**src/rtl/dmac_pkg.sv**
```systemverilog
// Package: shared state encoding and register-map constants for the copy engine.
// Assumes: nothing beyond IEEE 1800-2017.
package dmac_pkg;

    typedef enum logic [2:0] {
        ST_IDLE = 3'd0,
        ST_REQ  = 3'd1,
        ST_RD   = 3'd2,
        ST_WR   = 3'd3,
        ST_GAP  = 3'd4
    } dma_state_e;

    localparam logic [1:0] SEL_SRC = 2'd0;
    localparam logic [1:0] SEL_DST = 2'd1;
    localparam logic [1:0] SEL_CNT = 2'd2;
    localparam logic [1:0] SEL_CTL = 2'd3;

    localparam int CTL_GO    = 0;
    localparam int CTL_STEAL = 1;
    localparam int CTL_ICLR  = 2;

endpackage

```
**src/rtl/dmac_regfile.sv**
```systemverilog
// Module: dmac_regfile
// Holds the source pointer, destination pointer, byte count, mode and the
// pending interrupt. Software writes are taken only while the engine is idle.
// The engine advances the pointers and the count with a one-cycle step pulse.
// Assumes: REG_W >= ADDR_W, REG_W >= CNT_W, REG_W >= 3.
module dmac_regfile
    import dmac_pkg::*;
#(
    parameter int ADDR_W = 16,
    parameter int CNT_W  = 16,
    parameter int REG_W  = 16
) (
    input  logic              clk,
    input  logic              rst_n,
    input  logic              cfg_wr,
    input  logic [1:0]        cfg_sel,
    input  logic [REG_W-1:0]  cfg_wdata,
    output logic [REG_W-1:0]  cfg_rdata,
    input  logic              busy_i,
    input  logic              step_i,
    input  logic              done_i,
    output logic              start_o,
    output logic [ADDR_W-1:0] src_o,
    output logic [ADDR_W-1:0] dst_o,
    output logic              steal_o,
    output logic              irq_o,
    output logic              cnt_zero_o,
    output logic              cnt_last_o
);

    localparam logic [CNT_W-1:0] CNT_ONE = CNT_W'(1);

    logic [ADDR_W-1:0] src_q;
    logic [ADDR_W-1:0] dst_q;
    logic [CNT_W-1:0]  cnt_q;
    logic              steal_q;
    logic              irq_q;
    logic              wr_ok;

    // Purpose: accept software writes only while idle.
    assign wr_ok   = cfg_wr && !busy_i;
    assign start_o = wr_ok && (cfg_sel == SEL_CTL) && cfg_wdata[CTL_GO];

    // Purpose: load pointers/count/mode, advance on step, track interrupt.
    always_ff @(posedge clk) begin
        if (!rst_n) begin
            src_q   <= '0;
            dst_q   <= '0;
            cnt_q   <= '0;
            steal_q <= 1'b0;
            irq_q   <= 1'b0;
        end else begin
            if (wr_ok) begin
                case (cfg_sel)
                    SEL_SRC: src_q <= cfg_wdata[ADDR_W-1:0];
                    SEL_DST: dst_q <= cfg_wdata[ADDR_W-1:0];
                    SEL_CNT: cnt_q <= cfg_wdata[CNT_W-1:0];
                    default: begin
                        steal_q <= cfg_wdata[CTL_STEAL];
                        if (cfg_wdata[CTL_ICLR]) irq_q <= 1'b0;
                    end
                endcase
            end
            if (step_i) begin
                src_q <= src_q + 1'b1;
                dst_q <= dst_q + 1'b1;
                cnt_q <= cnt_q - 1'b1;
            end
            if (done_i) irq_q <= 1'b1;
        end
    end

    // Purpose: read multiplexer, zero-extended to the port width.
    always_comb begin
        cfg_rdata = '0;
        case (cfg_sel)
            SEL_SRC: cfg_rdata[ADDR_W-1:0] = src_q;
            SEL_DST: cfg_rdata[ADDR_W-1:0] = dst_q;
            SEL_CNT: cfg_rdata[CNT_W-1:0]  = cnt_q;
            default: begin
                cfg_rdata[CTL_GO]    = busy_i;
                cfg_rdata[CTL_STEAL] = steal_q;
                cfg_rdata[CTL_ICLR]  = irq_q;
            end
        endcase
    end

    assign src_o      = src_q;
    assign dst_o      = dst_q;
    assign steal_o    = steal_q;
    assign irq_o      = irq_q;
    assign cnt_zero_o = (cnt_q == '0);
    assign cnt_last_o = (cnt_q == CNT_ONE);

    // while busy, only the engine's step moves the transfer state.
    assert_ignore_busy_R8: assert property (@(posedge clk) disable iff (!rst_n)
        (busy_i && !step_i) |=> ($stable(src_q) && $stable(dst_q) && $stable(cnt_q) && $stable(steal_q)));

    // the interrupt rises only once the engine is idle with the count exhausted.
    assert_irq_at_end_R7: assert property (@(posedge clk) disable iff (!rst_n)
        $rose(irq_q) |-> (!busy_i && cnt_q == '0));

    // each step advances the source pointer by exactly one.
    assert_step_adv_R4: assert property (@(posedge clk) disable iff (!rst_n)
        (step_i && busy_i) |=> (src_q == $past(src_q) + 1'b1));

endmodule

```
**src/rtl/dmac_engine.sv**
```systemverilog
// Module: dmac_engine
// Transfer sequencer: requests the bus, then runs read/write pairs. In burst
// mode it keeps the bus until the block ends. In cycle-steal mode it releases
// the bus for one cycle after each byte.
// Assumes: the arbiter keeps bus_gnt high for as long as bus_req stays high.
module dmac_engine
    import dmac_pkg::*;
(
    input  logic clk,
    input  logic rst_n,
    input  logic start_i,
    input  logic cnt_zero_i,
    input  logic cnt_last_i,
    input  logic steal_i,
    input  logic gnt_i,
    output logic bus_req_o,
    output logic busy_o,
    output logic rd_o,
    output logic wr_o,
    output logic step_o,
    output logic done_o
);

    dma_state_e state_q;
    dma_state_e state_d;

    // Purpose: next-state and completion decode.
    always_comb begin
        state_d = state_q;
        done_o  = 1'b0;
        case (state_q)
            ST_IDLE: begin
                if (start_i) begin
                    if (cnt_zero_i) done_o  = 1'b1;
                    else            state_d = ST_REQ;
                end
            end
            ST_REQ:  if (gnt_i) state_d = ST_RD;
            ST_RD:   state_d = ST_WR;
            ST_WR: begin
                if (cnt_last_i) begin
                    state_d = ST_IDLE;
                    done_o  = 1'b1;
                end else if (steal_i) begin
                    state_d = ST_GAP;
                end else begin
                    state_d = ST_RD;
                end
            end
            ST_GAP:  state_d = ST_REQ;
            default: state_d = ST_IDLE;
        endcase
    end

    // Purpose: state register.
    always_ff @(posedge clk) begin
        if (!rst_n) state_q <= ST_IDLE;
        else        state_q <= state_d;
    end

    assign busy_o    = (state_q != ST_IDLE);
    assign bus_req_o = (state_q == ST_REQ) || (state_q == ST_RD) || (state_q == ST_WR);
    assign rd_o      = (state_q == ST_RD);
    assign wr_o      = (state_q == ST_WR);
    assign step_o    = wr_o;

    // no request while idle.
    assert_idle_quiet_R1: assert property (@(posedge clk) disable iff (!rst_n)
        !busy_o |-> !bus_req_o);

    // no data phase starts without a grant.
    assert_wait_grant_R3: assert property (@(posedge clk) disable iff (!rst_n)
        (bus_req_o && !rd_o && !wr_o && !gnt_i) |=> !rd_o);

    // in burst mode the request holds until the block completes.
    assert_burst_hold_R5: assert property (@(posedge clk) disable iff (!rst_n)
        (bus_req_o && !steal_i && !done_o) |=> bus_req_o);

    // in cycle-steal mode each byte write is followed by a released request.
    assert_steal_release_R6: assert property (@(posedge clk) disable iff (!rst_n)
        (wr_o && steal_i) |=> !bus_req_o);

    // a zero-length start never requests the bus.
    assert_zero_len_R9: assert property (@(posedge clk) disable iff (!rst_n)
        (start_i && cnt_zero_i) |=> (!bus_req_o && !busy_o));

endmodule

```
**src/rtl/dmac_busport.sv**
```systemverilog
// Module: dmac_busport
// Drives the memory-side bus: the source address with a read strobe in the
// read phase, the destination address with the returned byte in the write
// phase, and all zeros whenever the engine does not own the bus.
// Assumes: synchronous memory returning read data one cycle after mem_re.
module dmac_busport #(
    parameter int ADDR_W = 16,
    parameter int DATA_W = 8
) (
    input  logic              clk,
    input  logic              rst_n,
    input  logic              gnt_i,
    input  logic              rd_i,
    input  logic              wr_i,
    input  logic [ADDR_W-1:0] src_i,
    input  logic [ADDR_W-1:0] dst_i,
    input  logic [DATA_W-1:0] rdata_i,
    output logic [ADDR_W-1:0] mem_addr_o,
    output logic              mem_re_o,
    output logic              mem_we_o,
    output logic [DATA_W-1:0] mem_wdata_o
);

    logic own_rd;
    logic own_wr;

    // Purpose: a phase counts only while the grant is held.
    assign own_rd = gnt_i && rd_i;
    assign own_wr = gnt_i && wr_i;

    // Purpose: bus output multiplexer with zero default.
    always_comb begin
        mem_addr_o  = '0;
        mem_wdata_o = '0;
        mem_re_o    = 1'b0;
        mem_we_o    = 1'b0;
        if (own_rd) begin
            mem_addr_o = src_i;
            mem_re_o   = 1'b1;
        end else if (own_wr) begin
            mem_addr_o  = dst_i;
            mem_wdata_o = rdata_i;
            mem_we_o    = 1'b1;
        end
    end

    // every read is followed on the next cycle by the matching write.
    assert_read_then_write_R4: assert property (@(posedge clk) disable iff (!rst_n)
        mem_re_o |=> mem_we_o);

    // a write is never issued without the read that precedes it.
    assert_write_after_read_R4: assert property (@(posedge clk) disable iff (!rst_n)
        mem_we_o |-> $past(mem_re_o));

endmodule

```
**src/rtl/dmac_core.sv**
```systemverilog
// Module: dmac_core (top)
// Single-channel block copy engine with burst and cycle-steal bus sharing.
// Assumes: REG_W >= ADDR_W, REG_W >= CNT_W, REG_W >= 3; byte-wide bus.
module dmac_core #(
    parameter int ADDR_W = 16,
    parameter int CNT_W  = 16,
    parameter int REG_W  = 16
) (
    input  logic              clk,
    input  logic              rst_n,
    input  logic              cfg_wr,
    input  logic [1:0]        cfg_sel,
    input  logic [REG_W-1:0]  cfg_wdata,
    output logic [REG_W-1:0]  cfg_rdata,
    output logic              bus_req,
    input  logic              bus_gnt,
    output logic [ADDR_W-1:0] mem_addr,
    output logic              mem_re,
    input  logic [7:0]        mem_rdata,
    output logic              mem_we,
    output logic [7:0]        mem_wdata,
    output logic              irq
);

    localparam int DATA_W = 8;

    logic              start;
    logic              busy;
    logic              step;
    logic              done;
    logic              steal;
    logic              cnt_zero;
    logic              cnt_last;
    logic              rd_ph;
    logic              wr_ph;
    logic [ADDR_W-1:0] src;
    logic [ADDR_W-1:0] dst;

    dmac_regfile #(.ADDR_W(ADDR_W), .CNT_W(CNT_W), .REG_W(REG_W)) u_regs (
        .clk        (clk),
        .rst_n      (rst_n),
        .cfg_wr     (cfg_wr),
        .cfg_sel    (cfg_sel),
        .cfg_wdata  (cfg_wdata),
        .cfg_rdata  (cfg_rdata),
        .busy_i     (busy),
        .step_i     (step),
        .done_i     (done),
        .start_o    (start),
        .src_o      (src),
        .dst_o      (dst),
        .steal_o    (steal),
        .irq_o      (irq),
        .cnt_zero_o (cnt_zero),
        .cnt_last_o (cnt_last)
    );

    dmac_engine u_eng (
        .clk        (clk),
        .rst_n      (rst_n),
        .start_i    (start),
        .cnt_zero_i (cnt_zero),
        .cnt_last_i (cnt_last),
        .steal_i    (steal),
        .gnt_i      (bus_gnt),
        .bus_req_o  (bus_req),
        .busy_o     (busy),
        .rd_o       (rd_ph),
        .wr_o       (wr_ph),
        .step_o     (step),
        .done_o     (done)
    );

    dmac_busport #(.ADDR_W(ADDR_W), .DATA_W(DATA_W)) u_bus (
        .clk         (clk),
        .rst_n       (rst_n),
        .gnt_i       (bus_gnt),
        .rd_i        (rd_ph),
        .wr_i        (wr_ph),
        .src_i       (src),
        .dst_i       (dst),
        .rdata_i     (mem_rdata),
        .mem_addr_o  (mem_addr),
        .mem_re_o    (mem_re),
        .mem_we_o    (mem_we),
        .mem_wdata_o (mem_wdata)
    );

    // the interrupt never coexists with a running transfer it did not precede.
    assert_no_irq_rise_busy_R7: assert property (@(posedge clk) disable iff (!rst_n)
        (busy && !irq) |=> !(busy && irq));

endmodule

```
**config.mk**
```make
export PLATFORM = sky130hd
export DESIGN_NAME = dmac_core
export DESIGN_NICKNAME = d
export VERILOG_FILES = /design/src/rtl/dmac_pkg.sv /design/src/rtl/dmac_regfile.sv /design/src/rtl/dmac_engine.sv /design/src/rtl/dmac_busport.sv /design/src/rtl/dmac_core.sv
export SDC_FILE = /design/constraint.sdc
export NUM_CORES = 1
export LEC_CHECK = 0
export ABC_CLOCK_PERIOD_IN_PS = 5900
export BUFFER_PORTS_ARGS = -buffer_cell sky130_fd_sc_hd__buf_4
export CAP_MARGIN = 0
export CORE_MARGIN = 5
export CORE_UTILIZATION = 35
export CTS_CLUSTER_SIZE = 40
export DETAILED_ROUTE_END_ITERATION = 6
export HOLD_SLACK_MARGIN = 0.03
export PLACE_DENSITY = 0.51
export SLEW_MARGIN = 10
export SYNTH_ARGS = -nofsm -noshare
export SYNTH_HDL_FRONTEND = slang
export SYNTH_HIERARCHICAL = 1
export SYNTH_SLANG_ARGS = --single-unit
export TNS_END_PERCENT = 50
```
**constraint.sdc**
```tcl
create_clock -name clk -period 5.9 [get_ports clk]
set_input_delay 0 -clock clk [delete_from_list [all_inputs] [get_ports clk]]
set_output_delay 0 -clock clk [all_outputs]
set_load 0.01 [all_outputs]
```
==> run metrics <==
outcome finished clean; cell with the most instances after synthesis dfxtp_1; DR vias/cell 5.91; Req. time, crit path 6.11 ns; Reg clk slew, reported paths 0.10 ns; Setup crit start kind flip-flop; TritonCTS clock tree done; FF-to-FF Start u_eng/state_q[0]; Sink Count 53; drt total wl 13200 um; worst setup path category reg2reg; Post-CTS Setup Bufs 0; top cell type by total area after synthesis dfxtp_1; buffers added on ports 73; setup TNS 0 ns; Post-synth EDFFs 0; site row count 38; Post-synth ARST share 0%; Diodes inserted 0; drt first pass iters 5; TritonCTS Buffers 5; Slew Limit Fails 0; Critical path destination u_regs/src_o[15]; prevailing post-synth register cell dfxtp_1; Max Cap Viol 0; clock group share of total power 29.3%; vias in the first global route 3757; initial antenna violation count 0; Die Wd 114 um; Layout Nets 564; WHS 0.0433 ns; first-pass GRT wire length 20500 um; gpl congestion 0.852; Inst Count DP 652; combinational share of power 18.1%; Root Buffer clkbuf_8; core area 0.0107 mm2; reg2reg end u_regs/src_o[15]; largest net degree at the start of global routing 59; via count 3962; htree depth 2; P per Cell Area 166 mW/mm2; average wire per standard cell 19.6 um; slew margin rel. 32.2%; synthesized instance count 473; Synth cell types 70; synth top area cells dfxtp_1, mux2i_1, o21ai_0; RSZ-0062 raised after global routing false; final setup fails 0; commonest cells in the netlist dfxtp_1, nand2_1, o21ai_0; switching share of total power 29.6%; clk_skew 0.00535 ns; Filler cells 1121; area grow syn2layout 18.8%; Register-to-Register Path Depth 5; syn avg cell area 8.04 um2; post-DP HPWL 9560 um; DR iter-0 viols 318; die area 0.0130 mm2; Fin. Hold Viols 0; DRT antenna net count 0; crit path time final 2.40 ns; sequential share of power 52.6%; Peak VDD IR 0.0000944 V; Die Y 114 um; grt ovf 0; Core Util, Final 42.0%; P_leak 1.80 nW; internal power 0.000527 W; Initial Util 35.4%; reg2reg setup slack 3.50 ns; area of the mapped netlist 0.00380 mm2; Finished Layout Cells 670; Psw 0.000222 W; # DRC 0; # IOs 74; share of layout cells above drive strength 1 19.4%; Fmax 417 MHz; type of the worst min-delay path in2reg; syn nets 507; Synth Warn # 6; period utilisation layout 40.6%; Max Root-Sink Buffers 2; Seq/Total Area, Yosys 27.9%; GRT Util Overall 19.8%; clk_lat worst skew 0.31 ns; Data arrival, critical path 2.61 ns; top-area cell type share of the netlist area 27.9%; worst slew pin tran 1.01 ns; flops & latches, synth 53; CP startpoint u_eng/state_q[0]; CP max FO 11; Critical Path Sink Type flip-flop
[worst max-delay path, stage by stage, from the launching register on]
cell      delay, ns
dfxtp_1        0.37
or3_4          0.45
nor4b_4        0.65
nand2b_1       0.36
and3_1         0.28
o21a_1         0.17
[worst min-delay path by stage]
stage / from / endpoint / slack (ns) / depth (start not counted)
finish: cfg_wdata[8] / u_regs/dst_o[8] / 0.04 / 3
global route: cfg_wdata[2] / u_regs/src_o[2] / 0.04 / 3
CTS: cfg_wdata[2] / u_regs/src_o[2] / 0.03 / 3
detailed placement: cfg_wdata[7] / u_regs/src_o[7] / 0.32 / 3
global placement: cfg_wdata[7] / u_regs/src_o[7] / 0.32 / 3
floorplan: rst_n / u_eng/state_q[1] / 0.13 / 2
[cells by family after synthesis]
kind of cell,count (synthesis),synth area share (%)
adder cells (fa/ha/maj),4,1.32
XOR/XNOR,4,0.922
multiplexers,28,8.53
AO/OA/AOI/OAI,139,25.3
flip-flops,53,27.9
AND/OR/NAND/NOR,203,29.7
buffers and inverters,42,6.35
[sequential cells by signal, summed over array words and instances (netlist names)]
register        count
u_eng/state_q       3
u_regs/cnt_q       16
u_regs/dst_o       16
u_regs/irq_o        1
u_regs/src_o       16
u_regs/steal_o      1
[routing by layer]
| layer | vias to the layer above | wire length (um) | GRT usage [%] |
|---|---|---|---|
| li1 | 1886 | - | - |
| met1 | 1935 | 6220 | 27.4 |
| met2 | 119 | 5860 | 30.5 |
| met3 | 22 | 747 | 3.38 |
| met4 | 0 | 324 | 8.00 |
| met5 | - | 0 | 0 |
[cell usage in the layout (no fill, tap or decap), types with 4 or more instances in the layout]
cell type / synthesis / layout
xor2_1: 4 / 4
nand2_1: 46 / 46
nor2_1: 34 / 34
and2_1: 5 / 5
mux2i_1: 20 / 20
nor3_1: 12 / 12
a32o_1: 16 / 16
nand4_1: 9 / 9
o21a_1: 4 / 4
a21oi_1: 26 / 26
nor2b_1: 15 / 15
ha_1: 4 / 4
nand2b_1: 5 / 5
inv_1: 6 / 6
nand3_1: 27 / 27
nor4_1: 5 / 5
mux2_2: 5 / 5
a2bb2oi_1: 6 / 6
o21ai_0: 35 / 35
a21boi_1: 15 / 15
dlygate4sd3_1: 0 / 11
and3_1: 17 / 17
clkbuf_8: 0 / 6
nor3b_1: 4 / 4
dfxtp_1: 53 / 53
buf_4: 5 / 75
a211oi_1: 4 / 4
[what timing repair did]
| item | in CTS | in global routing |
|---|---|---|
| resized for setup | 0 | 0 |
| endpoints found under the hold margin | 16 | 1 |
| setup endpoints to repair | 0 | 0 |
| hold buffers | 10 | 1 |
[through the flow]
stage	setup slack, ns	power (W)	area (um2)
floorplan	4.01	0.000478	3800
global placement	3.63	0.000530	4320
detailed placement	3.56	0.000531	4320
CTS	3.53	0.000754	4510
global route	3.33	0.000782	4520
finish	3.50	0.000749	4520
[power by group through the flow]
stage / clock [W] / sequential [W] / combinational [W]
final: 0.000219 / 0.000394 / 0.000136
after global routing: 0.000238 / 0.000397 / 0.000147
after CTS: 0.000225 / 0.000394 / 0.000134
after detailed placement: 0 / 0.000402 / 0.000128
after global placement: 0 / 0.000402 / 0.000127
after floorplan: 0 / 0.000393 / 0.0000850
[final cells by class]
| cell class | instances | area (um2) | area share (%) |
|---|---|---|---|
| inverters | 6 | 22.5 | 0.499 |
| clock buffers | 7 | 86.3 | 1.91 |
| flip-flops and latches | 53 | 1060 | 23.5 |
| well taps | 140 | 175 | 3.88 |
| repair buffers | 86 | 673 | 14.9 |
| multi-input cells | 378 | 2500 | 55.3 |
Note: power is estimated with default switching activity, not from simulation.
